[src/rtl/pckgen_pkg.sv]
package pckgen_pkg;
    localparam int NSRC    = 4;
    localparam int SEL_W   = $clog2(NSRC);
    localparam int EXP_W   = 3;
    localparam int EXP_MAX = 6;
    localparam int CNT_W   = EXP_MAX;
    localparam int DATA_W  = 32;
    localparam int ADDR_W  = 3;

    typedef enum logic [SEL_W-1:0] {
        SRC_SLOW = 2'd0,
        SRC_MAIN = 2'd1,
        SRC_PLLA = 2'd2,
        SRC_PLLB = 2'd3
    } src_e;

    typedef struct packed {
        logic [EXP_W-1:0] pexp;
        src_e             src;
    } cfg_t;

    localparam int CFG_W = $bits(cfg_t);

    typedef enum logic [ADDR_W-1:0] {
        A_CFG   = 3'd0,
        A_ON    = 3'd1,
        A_OFF   = 3'd2,
        A_STAT  = 3'd3,
        A_IEN   = 3'd4,
        A_IDIS  = 3'd5,
        A_IMASK = 3'd6,
        A_RSVD  = 3'd7
    } addr_e;

    // Number of source edges per output half period, minus one.
    function automatic logic [CNT_W-1:0] half_limit(input logic [EXP_W-1:0] e);
        logic [EXP_W-1:0] ec;
        logic [CNT_W:0]   full;
        ec   = (e > EXP_W'(EXP_MAX)) ? EXP_W'(EXP_MAX) : e;
        full = (CNT_W+1)'(1) << ec;
        return CNT_W'(full - (CNT_W+1)'(1));
    endfunction
endpackage

[src/rtl/pckgen_src_sync.sv]
module pckgen_src_sync
    import pckgen_pkg::*;
#(
    parameter int N  = NSRC,
    parameter int SW = SEL_W
) (
    input  logic          clk,
    input  logic          rst,
    input  logic [N-1:0]  src_in,
    input  logic [SW-1:0] sel,
    output logic          edge_o
);
    logic [N-1:0] st2;
    logic         prev_q;
    logic         lvl;

    for (genvar i = 0; i < N; i++) begin : g_sync
        logic s1_q, s2_q;
        always_ff @(posedge clk) begin
            if (rst) begin
                s1_q <= 1'b0;
                s2_q <= 1'b0;
            end else begin
                s1_q <= src_in[i];
                s2_q <= s1_q;
            end
        end
        assign st2[i] = s2_q;
    end

    assign lvl    = st2[sel];
    assign edge_o = lvl ^ prev_q;

    always_ff @(posedge clk) begin
        if (rst) prev_q <= 1'b0;
        else     prev_q <= lvl;
    end
endmodule

[src/rtl/pckgen_div.sv]
module pckgen_div
    import pckgen_pkg::*;
(
    input  logic             clk,
    input  logic             rst,
    input  logic             en,
    input  logic             edge_i,
    input  logic [EXP_W-1:0] pexp,
    output logic             div_o,
    output logic             run_o,
    output logic             fall_o
);
    logic [CNT_W-1:0] cnt_q;
    logic [CNT_W-1:0] lim;
    logic             wrap;

    assign lim    = half_limit(pexp);
    assign wrap   = edge_i && (cnt_q == lim);
    assign fall_o = run_o && wrap && div_o;

    always_ff @(posedge clk) begin
        if (rst) begin
            run_o <= 1'b0;
            div_o <= 1'b0;
            cnt_q <= '0;
        end else if (!run_o) begin
            if (en) begin
                run_o <= 1'b1;
                div_o <= 1'b0;
                cnt_q <= '0;
            end
        end else if (!en && !div_o) begin
            run_o <= 1'b0;
            cnt_q <= '0;
        end else if (edge_i) begin
            if (wrap) begin
                cnt_q <= '0;
                div_o <= ~div_o;
            end else begin
                cnt_q <= cnt_q + 1'b1;
            end
        end
    end

    AST_IDLE_LOW: assert property (@(posedge clk) disable iff (rst)
        !run_o |-> !div_o);
    AST_DIV_ON_EDGE: assert property (@(posedge clk) disable iff (rst)
        (div_o != $past(div_o)) |-> $past(edge_i));
endmodule

[src/rtl/pckgen_regs.sv]
module pckgen_regs
    import pckgen_pkg::*;
(
    input  logic              clk,
    input  logic              rst,
    input  logic              wr_en,
    input  logic [ADDR_W-1:0] addr,
    input  logic [DATA_W-1:0] wdata,
    input  logic              run,
    input  logic              fall,
    output cfg_t              cfg_o,
    output logic              en_o,
    output logic              ready_o,
    output logic              irq_o,
    output logic [DATA_W-1:0] rdata
);
    logic       mask_q;
    logic [1:0] falls_q;
    logic       on_w, off_w, cfg_w;
    logic       unused_wbits;

    assign unused_wbits = ^wdata[DATA_W-1:CFG_W];
    assign on_w  = wr_en && (addr == A_ON)  && wdata[0] && !en_o;
    assign off_w = wr_en && (addr == A_OFF) && wdata[0];
    assign cfg_w = wr_en && (addr == A_CFG) && !en_o && !run;

    always_ff @(posedge clk) begin
        if (rst) begin
            cfg_o   <= '{pexp: '0, src: SRC_SLOW};
            en_o    <= 1'b0;
            ready_o <= 1'b0;
            falls_q <= '0;
            mask_q  <= 1'b0;
        end else begin
            if (cfg_w) cfg_o <= cfg_t'(wdata[CFG_W-1:0]);
            if (off_w) begin
                en_o    <= 1'b0;
                ready_o <= 1'b0;
                falls_q <= '0;
            end else if (on_w) begin
                en_o    <= 1'b1;
                ready_o <= 1'b0;
                falls_q <= '0;
            end else if (en_o && fall && !ready_o) begin
                falls_q <= falls_q + 1'b1;
                if (falls_q == 2'd1) ready_o <= 1'b1;
            end
            if (wr_en && addr == A_IEN && wdata[0])       mask_q <= 1'b1;
            else if (wr_en && addr == A_IDIS && wdata[0]) mask_q <= 1'b0;
        end
    end

    assign irq_o = ready_o & mask_q;

    always_comb begin
        rdata = '0;
        case (addr)
            A_CFG:   rdata[CFG_W-1:0] = cfg_o;
            A_STAT:  rdata[0] = ready_o;
            A_IMASK: rdata[0] = mask_q;
            default: rdata = '0;
        endcase
    end

    AST_READY_CLR_ON_OFF: assert property (@(posedge clk) disable iff (rst)
        (wr_en && addr == A_OFF && wdata[0]) |=> !ready_o);
    AST_CFG_FROZEN: assert property (@(posedge clk) disable iff (rst)
        (en_o || run) |=> $stable(cfg_o));
    AST_READY_NEEDS_EN: assert property (@(posedge clk) disable iff (rst)
        !en_o |-> !ready_o);
endmodule

[src/rtl/pckgen_top.sv]
module pckgen_top
    import pckgen_pkg::*;
(
    input  logic              clk,
    input  logic              rst,
    input  logic              wr_en,
    input  logic [ADDR_W-1:0] addr,
    input  logic [DATA_W-1:0] wdata,
    output logic [DATA_W-1:0] rdata,
    input  logic [NSRC-1:0]   src_clk,
    output logic              pck_out,
    output logic              ready,
    output logic              irq
);
    cfg_t cfg;
    logic en, run, fall, src_edge;

    pckgen_regs u_regs (
        .clk(clk), .rst(rst), .wr_en(wr_en), .addr(addr), .wdata(wdata),
        .run(run), .fall(fall), .cfg_o(cfg), .en_o(en),
        .ready_o(ready), .irq_o(irq), .rdata(rdata)
    );

    pckgen_src_sync #(.N(NSRC), .SW(SEL_W)) u_sync (
        .clk(clk), .rst(rst), .src_in(src_clk), .sel(cfg.src), .edge_o(src_edge)
    );

    pckgen_div u_div (
        .clk(clk), .rst(rst), .en(en), .edge_i(src_edge), .pexp(cfg.pexp),
        .div_o(pck_out), .run_o(run), .fall_o(fall)
    );
endmodule

[config.mk]
export PLATFORM = sky130hd
export DESIGN_NAME = pckgen_top
export DESIGN_NICKNAME = d
export VERILOG_FILES = /design/src/rtl/pckgen_pkg.sv /design/src/rtl/pckgen_src_sync.sv /design/src/rtl/pckgen_div.sv /design/src/rtl/pckgen_regs.sv /design/src/rtl/pckgen_top.sv
export SDC_FILE = /design/constraint.sdc
export NUM_CORES = 1
export LEC_CHECK = 0
export ABC_CLOCK_PERIOD_IN_PS = 4450
export BUFFER_PORTS_ARGS = -buffer_cell sky130_fd_sc_hd__buf_2
export CAP_MARGIN = 20
export CORE_MARGIN = 2
export CORE_UTILIZATION = 45
export CTS_BUF_LIST = sky130_fd_sc_hd__clkbuf_2
export DETAILED_ROUTE_END_ITERATION = 10
export PLACE_DENSITY = 0.8
export SLEW_MARGIN = 10
export SYNTH_ARGS = -nofsm -noshare
export SYNTH_HDL_FRONTEND = slang
export SYNTH_SLANG_ARGS = --single-unit
[constraint.sdc]
create_clock -name clk -period 4.45 [get_ports clk]
set_input_delay 0.445 -clock clk [delete_from_list [all_inputs] [get_ports clk]]
set_output_delay 0.445 -clock clk [all_outputs]
set_load 0.03 [all_outputs]
# Yosys cells after proc, flatten, opt, wreduce, memory -nomap -nowiden
# Cells that the tools add are included.
[word_totals] reg_bits=27 latch_bits=0 ram_bits=0 romBits=0 in_bits=42 out_inout_bits=35 elab_cells=89 n_memories=0
[op_classes] addsub=3 n_mul=0 n_div=0 magnitude_cmp=2 eq_ne=12 shifts=1 n_mux=20 bitwise=3 reduce_logical=30
[ops] operator="6-bit two-way mux" n=5
[ops] operator="1-bit logical AND" n=18
[ops] operator="1-bit two-way mux" n=11
[ops] operator="3-bit equality test, second input constant" n=3
[ops] operator="6-bit by 1-bit adder with 6-bit output, second input constant" n=1
[ops] operator="3-bit by 2-bit equality test with 1-bit output, second input constant" n=2
[ops] operator="6-bit equality test" n=1
[ops] operator="1-bit by 3-bit left shift with 6-bit output, first input constant" n=1
[ops] operator="6-bit by 1-bit subtractor with 6-bit output, second input constant" n=1
[ops] operator="1-bit logical NOT" n=4
[ops] operator="4-bit two-way mux" n=1
[ops] operator="2-bit != test, second input constant" n=2
[ops] operator="2-bit AND reduction" n=2
[ops] operator="4-bit AND reduction" n=1
[ops] operator="2-bit nonzero test" n=2
[ops] operator="3-bit by 1-bit equality test with 1-bit output, second input constant" n=1
[ops] operator="3-bit > comparator, second input constant" n=1
[ops] operator="3-bit logical NOT" n=1
[ops] operator="2-bit by 3-bit less-than comparator with 1-bit output, second input constant" n=1
[ops] operator="3-bit two-way mux" n=1
[ops] operator="3-bit by 2-bit != test with 1-bit output, second input constant" n=1
[ops] operator="1-bit case mux with 3 select lines" n=1
[ops] operator="3-bit OR reduction" n=1
[ops] operator="2-bit by 1-bit adder with 2-bit output, second input constant" n=1
[ops] operator="other kinds (7)" n=7

# Depth between registers and ports, before layout
# Gate-level depths: netlist (run 1).
[depth] word_depth=11 ltp_mapped=7 ltp_nobuf=5

# Cells and area by module
# A second synthesis (run 1) with hierarchy kept.
[hier_totals] cells_unflattened=181 area_unflattened_um2=1600.3
[modules_own_cells] mod="pckgen_regs" n_inst=1 cells_each=83 area_each_um2=706.9 seq_area_each_um2=200.2
[modules_own_cells] mod="pckgen_div" n_inst=1 cells_each=78 area_each_um2=625.6 seq_area_each_um2=160.2
[modules_own_cells] mod="pckgen_src_sync" n_inst=1 cells_each=20 area_each_um2=267.8 seq_area_each_um2=180.2

# Worst setup path after synthesis (run 1)
# Ideal clock, no wire load.
[synth_timing] path_kind="reg2reg" from="register u_div.cnt_q[2]" to="register u_div.div_o" setup_ps=74 arrival_time_ps=1806 required_ps=4376 path_slack_ps=2570 stages_incl_launch_ff=7 n_path_buf=1 period_less_slack_ps=1880 cell_sequence="dfxtp_1 > buf_6 > or4b_1 > a31oi_1 > o32ai_1 > or4_1 > a31oi_1"
[synth_via] elab_chain_cells=4
[synth_rtl] item="from (decl)" line="pckgen_div.sv:13" text="logic [CNT_W-1:0] cnt_q;"
[synth_rtl] item="from (signal assigned)" line="pckgen_div.sv:40" text="cnt_q <= cnt_q + 1'b1;"
[synth_rtl] item="6-bit equality test" line="pckgen_div.sv:18" text="assign wrap = edge_i && (cnt_q == lim);"
[synth_rtl] item="1-bit logical AND" line="pckgen_div.sv:18"
[synth_rtl] item="2-bit != test (no line)"
[synth_rtl] item="4-bit AND reduction (no line)"
[synth_rtl] item="to (signal assigned)" line="pckgen_div.sv:38" text="div_o <= ~div_o;"
[synth_rtl] item="to (decl)" line="pckgen_div.sv:9" text="output logic div_o,"
# Every way passes these cells.
# A chain may end at the register's enable or synchronous reset.

# Worst setup path in the final report (run 1)
# Ends and elaborated chain as after synthesis.

==> results of run 1 <==
==> final cells by class <==
cell class,count,share of cell area [%]
clock inverter,1,0.3223
multi-input combinational,142,52.30
clock buffer,3,0.9670
sequential,27,34.81
inverter,2,0.4835
timing repair buffer,23,7.575
tap,44,3.546
==> placed cells by master, fill, tap and decap left out, types with 2 or more instances in the layout <==
| cell type | instances |
|---|---|
| sky130_fd_sc_hd__a21oi_1 | 5 |
| sky130_fd_sc_hd__a31oi_1 | 2 |
| sky130_fd_sc_hd__and2_1 | 5 |
| sky130_fd_sc_hd__buf_2 | 22 |
| sky130_fd_sc_hd__clkbuf_2 | 3 |
| sky130_fd_sc_hd__conb_1 | 27 |
| sky130_fd_sc_hd__dfxtp_1 | 27 |
| sky130_fd_sc_hd__ha_1 | 2 |
| sky130_fd_sc_hd__inv_1 | 2 |
| sky130_fd_sc_hd__mux2i_1 | 5 |
| sky130_fd_sc_hd__nand2_1 | 15 |
| sky130_fd_sc_hd__nand3_1 | 8 |
| sky130_fd_sc_hd__nand3b_1 | 3 |
| sky130_fd_sc_hd__nor2_1 | 17 |
| sky130_fd_sc_hd__nor2b_1 | 9 |
| sky130_fd_sc_hd__nor3b_1 | 3 |
| sky130_fd_sc_hd__nor4_1 | 2 |
| sky130_fd_sc_hd__o211ai_1 | 2 |
| sky130_fd_sc_hd__o21ai_0 | 4 |
| sky130_fd_sc_hd__o21ai_1 | 6 |
| sky130_fd_sc_hd__o32ai_1 | 2 |
| sky130_fd_sc_hd__or2_2 | 2 |
| sky130_fd_sc_hd__or3_1 | 4 |
| sky130_fd_sc_hd__xor2_1 | 2 |
==> power breakdown <==
group          internal (mW)  total, mW  switching (mW)
Clock                 0.0204     0.0935          0.0731
Sequential             0.248      0.252         0.00366
Combinational         0.0150     0.0633          0.0483
==> worst paths after layout <==
| kind | startpoint | cells past startpoint | to |
|---|---|---|---|
| worst min register to register | u_sync.g_sync[2].s1_q$_SDFF_PP0_ | 1 | u_sync.g_sync[2].s2_q$_SDFF_PP0_ |
| worst max-delay path | u_div.cnt_q[2]$_SDFFE_PP0P_ | 6 | u_div.div_o$_SDFFE_PP0P_ |
| worst max register to register | u_div.cnt_q[2]$_SDFFE_PP0P_ | 6 | u_div.div_o$_SDFFE_PP0P_ |
| worst min-delay path | src_clk[3] | 2 | u_sync.g_sync[3].s1_q$_SDFF_PP0_ |
==> layer usage <==
metal / GRT usage, % / part of all wire [%] / vias up
met5: 0 / 0 / -
met4: 3.951 / 0.66 / 0
met3: 4.622 / 6.5 / 2
met2: 26.62 / 49 / 40
met1: 17.77 / 43 / 540
li1: - / - / 605
==> cell families (layout without fill, tap and decap cells) <==
logic type               after synthesis  in the layout
multiplexers                           7              7
XOR/XNOR                               3              3
other                                  1             27
adder cells (fa/ha/maj)                2              2
AND/OR/NAND/NOR                       73             73
flip-flops                            27             27
AO/OA/AOI/OAI                         30             30
buffers and inverters                 34             29
==> registers in the layout, indices dropped and copies added (netlist names) <==
name and flops:
u_regs.mask_q 1, u_sync.g_sync.s1_q 4, u_div.cnt_q 6, u_regs.cfg_o 5
u_sync.g_sync.s2_q 4, u_div.div_o 1, u_regs.falls_q 2, u_sync.prev_q 1
u_regs.ready_o 1, u_div.run_o 1, u_regs.en_o 1
==> metrics by stage <==
| step | cells | worst slack (ps) |
|---|---|---|
| final | 242 | 2332 |
| after global routing | 242 | 2180 |
| after CTS | 242 | 2329 |
| after detailed placement | 238 | 2382 |
| after global placement | 238 | 2389 |
| after floorplan | 203 | 2570 |
==> qor.csv, run 1 <==
stage,metric,value,unit
setup_path,worst endpoint required time,4770,ps
setup_path,reg-to-reg setup timing slack,2330,ps
die,Die ar.,3791,um2
setup_path,type of destination of the critical path,flop,
cells_and_area,area taken by flip-flops and latches,540.5,um2
clocking,total setup buffers inserted after CTS,0,
setup_path,maximum fanout along the worst path,13,
cells_and_area,final instance area,1553,um2
power_and_ir_drop,Max IR drop VDD,0.1628,mV
setup_path,dominant delay contributor by cell family on the critical path,simple AND/OR/NAND/NOR gates,
place,instance area at placement,1533,um2
yosys,combinational family with the most area after synthesis,simple AND/OR/NAND/NOR gates,
sta,count of final max-slew check failures,0,
sta,final worst path period share,47.59,%
sta,Post-Route Skew,22.43,ps
cells_and_area,post-layout net count,243,
setup_path,most common cell type on the critical path,sky130_fd_sc_hd__a31oi_1,
global_route,pin count of the biggest net entering global routing,24,
setup_path,type of element launching the critical path,flop,
place,Final GP Congestion,0.8120,
cells_and_area,area occupied by multi-input gates,812.0,um2
sta,final-report hold violation count,0,
yosys,share of the synthesized netlist area taken by xor and xnor gates,1.762,%
drt,number of vias per cell,4.905,
yosys,post-synthesis adder-cell area fraction,1.678,%
place,post-detail-place hpwl,1.925,mm
yosys,Synth Register Bits,27,
clocking,cts bufs inserted,3,
drt,Detailed Routing Iterations Pass 1,4,
yosys,number of enable-type register cells in the synthesized netlist,0,
global_route,number of antenna violations at the first check in global routing,0,
drt,count of unresolved DRC violations after routing,0,
global_route,Global Route Usage Sum,15.12,%
setup_path,worst path arrival time,2440,ps
die,area of the core,3103,um2
yosys,portion of the post-synthesis area used by sequential elements,36.24,%
die,number of placed I/O pins,77,
power_and_ir_drop,areal power density over the cells,263.1,nW/um2
worst_hold_path,Worst Hold Class,in -> reg,
yosys,Synth top cells by count,"sky130_fd_sc_hd__buf_4 (27), sky130_fd_sc_hd__dfxtp_1 (27), sky130_fd_sc_hd__nor2_1 (17)",
drt,via count,1187,
drt,routed length per instance,10.62,um
clocking,number of levels in the clock H-tree,1,
yosys,cell type with the largest total area after synthesis,sky130_fd_sc_hd__dfxtp_1,
cells_and_area,share of cells above drive strength 1,16.16,%
power_and_ir_drop,overall power of the completed layout,0.4086,mW
global_route,overflow left after global routing,0,
yosys,simple-gate share of the synthesized area,25.50,%
yosys,Post-Syn Area per Cell,8.426,um2
yosys,compound-cell area share of the yosys netlist,13.09,%
sta,clock period minus final worst setup slack,2118,ps
yosys,fraction of synthesized cell area taken by the top area cell type,36.24,%
clocking,Clock Path Buffers,2,
sta,Setup-failing EPs final,0,
outcome,status,finished clean,
drt,starting DRC count in detailed routing,92,
drt,number of nets still failing antenna checks after routing,0,
clocking,clock tree from TritonCTS,done,
setup_path,count of buffering cells on the critical path with inverters included,1,
drt,DRT Wirelength,2.570,mm
clocking,clock-pin slew on the worst setup and hold paths,260,ps
sta,relative slew slack,57.39,%
sta,worst hold slack,282.0,ps
yosys,leading cell types by total area after synthesis,"sky130_fd_sc_hd__dfxtp_1 (36%), sky130_fd_sc_hd__buf_4 (14%), sky130_fd_sc_hd__nor2_1 (4.3%), sky130_fd_sc_hd__nand2_1 (3.8%), sky130_fd_sc_hd__nor2b_1 (3.8%)",
yosys,summed instance area of the synthesized netlist,1491,um2
sta,achievable frequency,472.2,MHz
clocking,number of instances resized during post-cts repair,0,
yosys,Synth cell types,42,
clocking,source-to-sink clock delay at the later pin of the worst-skew pair,370,ps
sta,Worst-Margin Slew,637.2,ps
setup_path,kind of critical path,reg -> reg,
global_route,wire length of the first global-routing pass,4.326,mm
yosys,Ys Warns,0,
job,total of max-cap violations,0,
setup_path,maximum cell stage delay along the critical path,530,ps
clocking,CTS sink cnt,27,
cells_and_area,Syn-to-layout area delta,4.111,%
clocking,cts hold-fix bufs,0,
yosys,proportion of synthesized flip-flops having asynchronous set or reset,0,%
place,number of buffers added on ports,22,
sta,RSZ-0062 raised after global routing,false,
yosys,number of instances in the synthesized netlist,177,
cells_and_area,final core utilization,50.04,%
die,initial core utilization,48.06,%
cells_and_area,layout filler cell count,305,
die,floorplan die width,61.57,um
clocking,clk root buf,sky130_fd_sc_hd__clkbuf_2,
global_route,via count of the first global-routing pass,1004,
power_and_ir_drop,leakage power,0.6858,nW
yosys,multiplexer share of the synthesized area,5.621,%
sta,Total Negative Setup Slacks,0,ps
setup_path,cell at the slowest stage of the critical path,sky130_fd_sc_hd__or4b_1,
die,Die Height,61.57,um
yosys,Synth Flop Type,sky130_fd_sc_hd__dfxtp_1,
die,standard-cell row count,20,
cells_and_area,diodes inserted,0,
setup_path,critical-path cell list,or4b_1 -> a31oi_1 -> o32ai_1 -> buf_4 -> or4_1 -> a31oi_1,
(Power assumes the default switching activity.)
==> inputs of run 2 (changes only) <==
--- a/config.mk
+++ b/config.mk
@@ -5,14 +5,15 @@
 export SDC_FILE = /design/constraint.sdc
 export NUM_CORES = 1
 export LEC_CHECK = 0
-export ABC_CLOCK_PERIOD_IN_PS = 4450
+export ABC_AREA = 1
+export ABC_CLOCK_PERIOD_IN_PS = 1800
 export BUFFER_PORTS_ARGS = -buffer_cell sky130_fd_sc_hd__buf_2
 export CAP_MARGIN = 20
 export CORE_MARGIN = 2
-export CORE_UTILIZATION = 45
+export CORE_UTILIZATION = 43
 export CTS_BUF_LIST = sky130_fd_sc_hd__clkbuf_2
 export DETAILED_ROUTE_END_ITERATION = 10
-export PLACE_DENSITY = 0.8
+export PLACE_DENSITY = 0.79
 export SLEW_MARGIN = 10
 export SYNTH_ARGS = -nofsm -noshare
 export SYNTH_HDL_FRONTEND = slang
==> constraint.sdc (replaced) <==
create_clock -name clk -period 1.8 [get_ports clk]
set_input_delay 0.18 -clock clk [delete_from_list [all_inputs] [get_ports clk]]
set_output_delay 0.18 -clock clk [all_outputs]
set_load 0.03 [all_outputs]
==> run 2 against run 1 <==
Sequential share of layout area fell by 2.6 points. Non-clock buffer count is 3 higher. Hold slack got worse by 250 ps. Setup slack got worse by 2100 ps. Via count grew 15%. Synthesized cell count increased by 32%. Sequential power is 150% higher. Clock-buffer cell count stayed put. First-iteration DRC count shrank 63%. Critical path type unchanged.
==> qor.csv, run 2 <==
stage,metric,value,unit,change
outcome,status,finished clean,,
die,number of placed I/O pins,77,,unchanged
job,total of max-cap violations,0,,unchanged
yosys,number of enable-type register cells in the synthesized netlist,0,,unchanged
setup_path,reg-to-reg critical path endpoint,u_regs.falls_q[0]$_SDFFE_PP0P_,,
sta,final worst path period share,87.46,%,+40 points
yosys,most numerous cell in the Yosys netlist,sky130_fd_sc_hd__nand2_1,,
sta,smallest setup slack after layout,225.7,ps,-2106 ps
place,worst setup slack before clock tree synthesis,279.5,ps,-2103 ps
global_route,M1 GR Usage,16.54,%,-1.2 points
sta,achievable frequency,635.2,MHz,+35%
cells_and_area,layout filler cell count,371,,+22%
place,Final GP Congestion,0.8059,,-0.75%
cells_and_area,"count of placed standard cells in the final layout, fillers left out",307,,+27%
yosys,portion of the post-synthesis area used by sequential elements,34.42,%,-1.8 points
cells_and_area,post-layout net count,306,,+26%
cells_and_area,diodes inserted,0,,unchanged
cells_and_area,max FFs per register,6,,unchanged
yosys,Synth top cells by count,"sky130_fd_sc_hd__nand2_1 (40), sky130_fd_sc_hd__inv_1 (38), sky130_fd_sc_hd__nor2_1 (34)",,
cells_and_area,"commonest non-fill, non-tap cells in the layout","sky130_fd_sc_hd__nand2_1 (40), sky130_fd_sc_hd__inv_1 (38), sky130_fd_sc_hd__nor2_1 (34)",,
die,standard-cell row count,21,,+5.0%
place,instance area at placement,1618,um2,+5.6%
clocking,number of levels in the clock H-tree,1,,unchanged
global_route,wire length of the first global-routing pass,4.802,mm,+11%
drt,number of vias per cell,4.463,,-9.0%
sta,worst hold slack,33.30,ps,-248.7 ps
clocking,CTS sink cnt,27,,unchanged
global_route,via count of the first global-routing pass,1233,,+23%
clocking,clk root buf,sky130_fd_sc_hd__clkbuf_2,,
yosys,number of instances in the synthesized netlist,234,,+32%
cells_and_area,"commonest non-fill, non-tap cell in the layout",sky130_fd_sc_hd__nand2_1,,
setup_path,launch instance of the worst register-to-register path,u_regs.cfg_o[4]$_SDFFE_PP0P_,,
sta,Post-Route Skew,9.639,ps,-12.79 ps
setup_path,maximum cell stage delay along the critical path,560,ps,+30 ps
cells_and_area,Largest Register,u_div.cnt_q,,
worst_hold_path,number of stages on the worst hold path,2,,unchanged
global_route,overflow left after global routing,0,,unchanged
global_route,"Most Used Layer, Global Route",met2,,
power_and_ir_drop,areal power density over the cells,628.5,nW/um2,+140%
yosys,proportion of synthesized flip-flops having asynchronous set or reset,0,%,unchanged
drt,routed length per instance,8.971,um,-16%
global_route,met3 global-route usage,1.563,%,-3.1 points
yosys,Synth Flop Type,sky130_fd_sc_hd__dfxtp_1,,
drt,count of unresolved DRC violations after routing,0,,unchanged
power_and_ir_drop,leakage power,0.8209,nW,+20%
sta,RSZ-0062 raised after global routing,false,,
drt,number of nets still failing antenna checks after routing,0,,unchanged
clocking,cts bufs inserted,3,,unchanged
clocking,number of instances resized during post-cts repair,0,,unchanged
power_and_ir_drop,combinational group share of total power,18.7,%,+3.2 points
die,Die ar.,4151,um2,+9.5%
power_and_ir_drop,proportion of total power due to net switching,32.24,%,+1.6 points
worst_hold_path,Worst Hold Class,in -> reg,,
global_route,Global Route Usage Sum,14.10,%,-1.0 points
die,Die Height,64.43,um,+4.6%
drt,DRT Wirelength,2.754,mm,+7.2%
power_and_ir_drop,overall power of the completed layout,1.056,mW,+160%
yosys,Synth Register Bits,27,,unchanged
yosys,Ys Warns,0,,unchanged
yosys,Post-Syn Area per Cell,6.710,um2,-20%
sta,clock period minus final worst setup slack,1574,ps,-543.6 ps
yosys,fraction of synthesized cell area taken by the top area cell type,34.42,%,-1.8 points
place,post-detail-place hpwl,2.155,mm,+12%
setup_path,kind of critical path,reg -> reg,,
worst_hold_path,startpoint of the worst hold path,addr[0],,
setup_path,worst path arrival time,1890,ps,-550 ps
yosys,Synth cell types,27,,-36%
cells_and_area,Regs by FF count,"u_div.cnt_q: 6 flops, u_regs.cfg_o: 5 flops",,
yosys,leading cell types by total area after synthesis,"sky130_fd_sc_hd__dfxtp_1 (34%), sky130_fd_sc_hd__buf_4 (13%), sky130_fd_sc_hd__nand2_1 (9.6%), sky130_fd_sc_hd__inv_1 (9.1%), sky130_fd_sc_hd__nor2_1 (8.1%)",,
die,area of the core,3416,um2,+10%
power_and_ir_drop,net switching power figure,0.3404,mW,+170%
sta,count of final max-slew check failures,0,,unchanged
setup_path,FF-to-FF path depth,10,,+4
global_route,pin count of the biggest net entering global routing,17,,-29%
setup_path,worst endpoint required time,2120,ps,-2650 ps
die,initial core utilization,45.97,%,-2.1 points
yosys,summed instance area of the synthesized netlist,1570,um2,+5.3%
sta,final-report hold violation count,0,,unchanged
setup_path,maximum fanout along the worst path,8,,-5
setup_path,type of element launching the critical path,flop,,
cells_and_area,share of cells above drive strength 1,14.18,%,-2.0 points
place,Post-Place Cells,299,,+26%
clocking,clock tree from TritonCTS,done,,
clocking,Clock Path Buffers,2,,unchanged
cells_and_area,Syn-to-layout area delta,7.012,%,
cells_and_area,final instance area,1680,um2,+8.2%
power_and_ir_drop,total internal power,0.7156,mW,+150%
power_and_ir_drop,register share of total power,59.2,%,-2.4 points
setup_path,critical-path cell list,nand2_1 -> nand3_1 -> nand2_1 -> nor2_2 -> nand3_2 -> nor2_4 -> nand3_2 -> nand2_1 -> inv_1 -> nor2_1,,
power_and_ir_drop,relative contribution of the clock network to total power,22.2,%,-0.7 points
drt,Detailed Routing Iterations Pass 1,4,,unchanged
worst_hold_path,worst hold path endpoint,u_regs.mask_q$_SDFFE_PP0P_,,
global_route,number of antenna violations at the first check in global routing,0,,unchanged
yosys,cell type with the largest total area after synthesis,sky130_fd_sc_hd__dfxtp_1,,
global_route,GRT met2 Usage,26.43,%,-0.18 points
setup_path,most common cell type on the critical path,sky130_fd_sc_hd__nand2_1,,
die,floorplan die width,64.43,um,+4.6%
drt,starting DRC count in detailed routing,34,,-63%
cells_and_area,final core utilization,49.19,%,-0.85 points
sta,Total Negative Setup Slacks,0,ps,unchanged
setup_path,cell at the slowest stage of the critical path,sky130_fd_sc_hd__dfxtp_1,,
clocking,clock-pin slew on the worst setup and hold paths,260,ps,about the same
power_and_ir_drop,Max IR drop VDD,0.4766,mV,+190%
setup_path,type of destination of the critical path,flop,,
drt,via count,1370,,+15%
clocking,source-to-sink clock delay at the later pin of the worst-skew pair,360,ps,about the same
place,number of buffers added on ports,22,,unchanged
sta,Setup-failing EPs final,0,,unchanged
setup_path,reg-to-reg setup timing slack,230,ps,-2110 ps
[run 2: repair_timing]
item	in CTS	in global routing
endpoints found under the hold margin	4	0
setup buffers	0	0
endpoints found under the setup margin	0	0
hold buffers	4	0
[run 2: metal layers]
metal	routed length (um)	part of all wire [%]
met1	1229	45
met2	1388	50
met3	120	4.4
met4	15	0.54
met5	0	0
[run 2: how the worst max path moves through the flow]
stage                            startpoint                        endpoint  slack (ps)
2_1_floorplan   u_regs.ready_o$_SDFFE_PP0P_                        rdata[0]         450
3_3_place_gp   u_regs.cfg_o[4]$_SDFFE_PP0P_  u_regs.falls_q[0]$_SDFFE_PP0P_         330
3_5_place_dp   u_regs.cfg_o[4]$_SDFFE_PP0P_  u_regs.falls_q[1]$_SDFFE_PP0P_         280
4_1_cts        u_regs.cfg_o[4]$_SDFFE_PP0P_  u_regs.falls_q[0]$_SDFFE_PP0P_         210
5_1_grt        u_regs.cfg_o[4]$_SDFFE_PP0P_  u_regs.falls_q[1]$_SDFFE_PP0P_          20
6_report       u_regs.cfg_o[4]$_SDFFE_PP0P_  u_regs.falls_q[0]$_SDFFE_PP0P_         230
[run 2: final cells by class]
type | count | area, um2 | area share, %
Tap cell | 46 | 57.56 | 3.425
Clock inverter | 1 | 7.507 | 0.4468
Sequential cell | 27 | 540.5 | 32.17
Timing Repair Buffer | 26 | 150.1 | 8.935
Clock buffer | 3 | 15.01 | 0.8935
Inverter | 40 | 150.1 | 8.935
Multi-Input combinational cell | 164 | 759.5 | 45.20
[run 2: cells by family after synthesis]
kind of cell / share of synthesized area (%)
AO/OA/AOI/OAI: 8.048
XOR/XNOR: 1.116
adder cells (fa/ha/maj): 1.593
buffers and inverters: 23.43
flip-flops: 34.42
other: 0.2388
AND/OR/NAND/NOR: 31.16
[run 2: worst max-delay path: cells and delay by family, from the launching register on]
| family | cells | cell delay (ps) |
|---|---|---|
| simple gates | 9 | 950 |
| buf+inv | 1 | 30 |
| flops | 1 | 560 |
[run 2: power by group through the flow]
stage	Clock (mW)	Combinational, mW	Sequential (mW)
after floorplan	0	0.203	0.633
after global placement	0	0.186	0.636
after detailed placement	0	0.190	0.636
after CTS	0.241	0.196	0.625
after global routing	0.268	0.219	0.628
final	0.234	0.197	0.625
==> inputs of run 3 (changes only) <==
--- a/config.mk
+++ b/config.mk
@@ -5,15 +5,14 @@
 export SDC_FILE = /design/constraint.sdc
 export NUM_CORES = 1
 export LEC_CHECK = 0
-export ABC_AREA = 1
 export ABC_CLOCK_PERIOD_IN_PS = 1800
 export BUFFER_PORTS_ARGS = -buffer_cell sky130_fd_sc_hd__buf_2
 export CAP_MARGIN = 20
 export CORE_MARGIN = 2
-export CORE_UTILIZATION = 43
+export CORE_UTILIZATION = 42
 export CTS_BUF_LIST = sky130_fd_sc_hd__clkbuf_2
 export DETAILED_ROUTE_END_ITERATION = 10
-export PLACE_DENSITY = 0.79
+export PLACE_DENSITY = 0.78
 export SLEW_MARGIN = 10
 export SYNTH_ARGS = -nofsm -noshare
 export SYNTH_HDL_FRONTEND = slang
==> run 3 against run 2 <==
Cell area grew 8.0%. Non-clock buffer count grew 18. Critical path type unchanged. Utilization grew 4.7 points. The flow now finishes with violations (negative setup slack). Sequential cell count is the same. First-iteration DRC count grew 94%. Combinational power is essentially flat. Clock skew grew 14 ps.
==> qor.csv, run 3 (same netlist as run 1, synthesis figures left out) <==
stage,metric,value,unit,change
clocking,clock-pin slew on the worst setup and hold paths,260,ps,about the same
clocking,Clock Path Buffers,2,,unchanged
setup_path,maximum fanout along the worst path,6,,-2
sta,smallest setup slack after layout,-51.46,ps,-277.1 ps
cells_and_area,post-layout net count,264,,-14%
clocking,clock tree from TritonCTS,done,,
drt,count of unresolved DRC violations after routing,0,,unchanged
cells_and_area,Syn-to-layout area delta,21.64,%,
drt,via count,1282,,-6.4%
die,standard-cell row count,21,,unchanged
sta,Setup-failing EPs final,1,,+1
cells_and_area,final instance area,1814,um2,+8.0%
power_and_ir_drop,Max IR drop VDD,0.4453,mV,-6.6%
outcome,violations in the final reports,negative setup slack,,
die,area of the core,3363,um2,-1.5%
place,post-detail-place hpwl,2.175,mm,+0.93%
cells_and_area,Largest Register,u_div.cnt_q,,
setup_path,kind of critical path,reg -> reg,,
setup_path,worst endpoint required time,2130,ps,about the same
sta,clock period minus final worst setup slack,1851,ps,+277.1 ps
clocking,cts bufs inserted,3,,unchanged
drt,starting DRC count in detailed routing,66,,+94%
worst_hold_path,Worst Hold Class,in -> reg,,
cells_and_area,"commonest non-fill, non-tap cell in the layout",sky130_fd_sc_hd__conb_1,,
drt,DRT Wirelength,2.995,mm,+8.8%
worst_hold_path,number of stages on the worst hold path,3,,+1
outcome,status,"complete, but fails checks",,
die,Die Height,63.59,um,-1.3%
cells_and_area,"commonest non-fill, non-tap cells in the layout","sky130_fd_sc_hd__conb_1 (27), sky130_fd_sc_hd__dfxtp_1 (24), sky130_fd_sc_hd__buf_2 (22)",,
cells_and_area,Regs by FF count,"u_div.cnt_q: 6 flops, u_regs.cfg_o: 5 flops",,
setup_path,FF-to-FF path depth,5,,-5
clocking,clk root buf,sky130_fd_sc_hd__clkbuf_2,,
job,total of max-cap violations,0,,unchanged
setup_path,reg-to-reg setup timing slack,-50,ps,-280 ps
power_and_ir_drop,overall power of the completed layout,1.050,mW,-0.61%
setup_path,type of element launching the critical path,flop,,
sta,Post-Route Skew,23.57,ps,+13.93 ps
global_route,wire length of the first global-routing pass,4.926,mm,+2.6%
drt,Detailed Routing Iterations Pass 1,4,,unchanged
clocking,source-to-sink clock delay at the later pin of the worst-skew pair,370,ps,about the same
global_route,pin count of the biggest net entering global routing,19,,+2
die,initial core utilization,44.35,%,-1.6 points
global_route,via count of the first global-routing pass,1127,,-8.6%
place,instance area at placement,1655,um2,+2.3%
global_route,Global Route Usage Sum,15.18,%,+1.1 points
power_and_ir_drop,areal power density over the cells,578.6,nW/um2,-7.9%
sta,achievable frequency,540.1,MHz,-15%
cells_and_area,diodes inserted,0,,unchanged
sta,final-report hold violation count,0,,unchanged
clocking,number of levels in the clock H-tree,1,,unchanged
sta,count of final max-slew check failures,0,,unchanged
sta,final worst path period share,102.9,%,+15 points
drt,routed length per instance,11.30,um,+26%
die,Die ar.,4044,um2,-2.6%
drt,number of nets still failing antenna checks after routing,0,,unchanged
cells_and_area,share of cells above drive strength 1,28.31,%,+14 points
setup_path,worst path arrival time,2180,ps,+290 ps
die,number of placed I/O pins,77,,unchanged
power_and_ir_drop,leakage power,0.8072,nW,-1.7%
sta,RSZ-0062 raised after global routing,true,,
cells_and_area,max FFs per register,6,,unchanged
drt,number of vias per cell,4.838,,+8.4%
setup_path,type of destination of the critical path,flop,,
die,floorplan die width,63.59,um,-1.3%
clocking,CTS sink cnt,27,,unchanged
global_route,overflow left after global routing,0,,unchanged
place,number of buffers added on ports,22,,unchanged
place,Final GP Congestion,0.8547,,+6.1%
global_route,number of antenna violations at the first check in global routing,0,,unchanged
[run 3: changes by cell type in the layout (fill, tap and decap cells not counted), moves of 5 or more]
cell / delta
sky130_fd_sc_hd__a21oi_1: -5
sky130_fd_sc_hd__buf_4: +18
sky130_fd_sc_hd__inv_1: -36
sky130_fd_sc_hd__mux2i_1: +5
sky130_fd_sc_hd__nand2_1: -26
sky130_fd_sc_hd__nand3_1: -8
sky130_fd_sc_hd__nand4_1: -5
sky130_fd_sc_hd__nor2_1: -18
sky130_fd_sc_hd__nor2b_1: +9
sky130_fd_sc_hd__o21ai_0: -6
sky130_fd_sc_hd__o21ai_1: +5
[run 3: worst max-delay path: stages (launching register included)]
cell,delay (ps)
sky130_fd_sc_hd__dfxtp_2,390
sky130_fd_sc_hd__or4b_4,540
sky130_fd_sc_hd__a31oi_4,170
sky130_fd_sc_hd__o32ai_4,130
sky130_fd_sc_hd__or4_1,420
sky130_fd_sc_hd__a31oi_1,160
[run 3: path summary, 6_finish.rpt]
kind                                                    endpoint                             start
worst min register to register  u_sync.g_sync[0].s2_q$_SDFF_PP0_  u_sync.g_sync[0].s1_q$_SDFF_PP0_
worst max-delay path                    u_div.div_o$_SDFFE_PP0P_       u_div.cnt_q[2]$_SDFFE_PP0P_
worst max register to register          u_div.div_o$_SDFFE_PP0P_       u_div.cnt_q[2]$_SDFFE_PP0P_
worst min-delay path                u_regs.cfg_o[4]$_SDFFE_PP0P_                          wdata[4]
[run 3: cell type report]
class	count	area, um2
multi-input cells	142	899.6
repair buffers	44	285.3
well taps	46	57.56
clock inverters	1	5.005
inverters	2	7.507
clock buffers	3	15.01
flip-flops and latches	27	544.3
fillers	322	1549
[run 3: layer usage]
metal	GRT usage [%]	wire length, um	vias to the layer above	share of wire (%)
met1	17.73	1250	595	42
met3	4.464	155	2	5.2
met4	4.076	23	0	0.77
li1	-	-	647	-
met2	26.84	1565	38	52
met5	0	0	-	0
[run 3: repair_timing]
item                                   4_1_cts  5_1_grt
buffers inserted                             1        1
hold buffers                                 4        0
gates resized for setup                      5       12
setup endpoints to repair                    8       10
pin swaps                                    1        6
endpoints found under the hold margin        4        0
gates cloned                                 0        0
[run 3: metrics by stage]
stage	TNS [ps]	instances	setup slack, ps	util (%)	hold WS, ps
5_1_grt	-204.8	265	-98.37	53.94	4.707
6_report	-51.46	265	-51.46	53.94	7.029
3_3_place_gp	-48.38	255	-48.38	49.22	389.3
2_1_floorplan	0	203	20.25	-	275.6
4_1_cts	-35.53	264	-35.53	52.12	6.546
3_5_place_dp	-186.5	255	-115.5	49.22	396.6
[run 3: where the power goes]
group / internal (mW) / total (mW) / switching (mW)
Sequential: 0.613 / 0.618 / 0.00524
Clock: 0.0504 / 0.232 / 0.181
Combinational: 0.0643 / 0.199 / 0.135
Total: 0.728 / 1.05 / 0.322
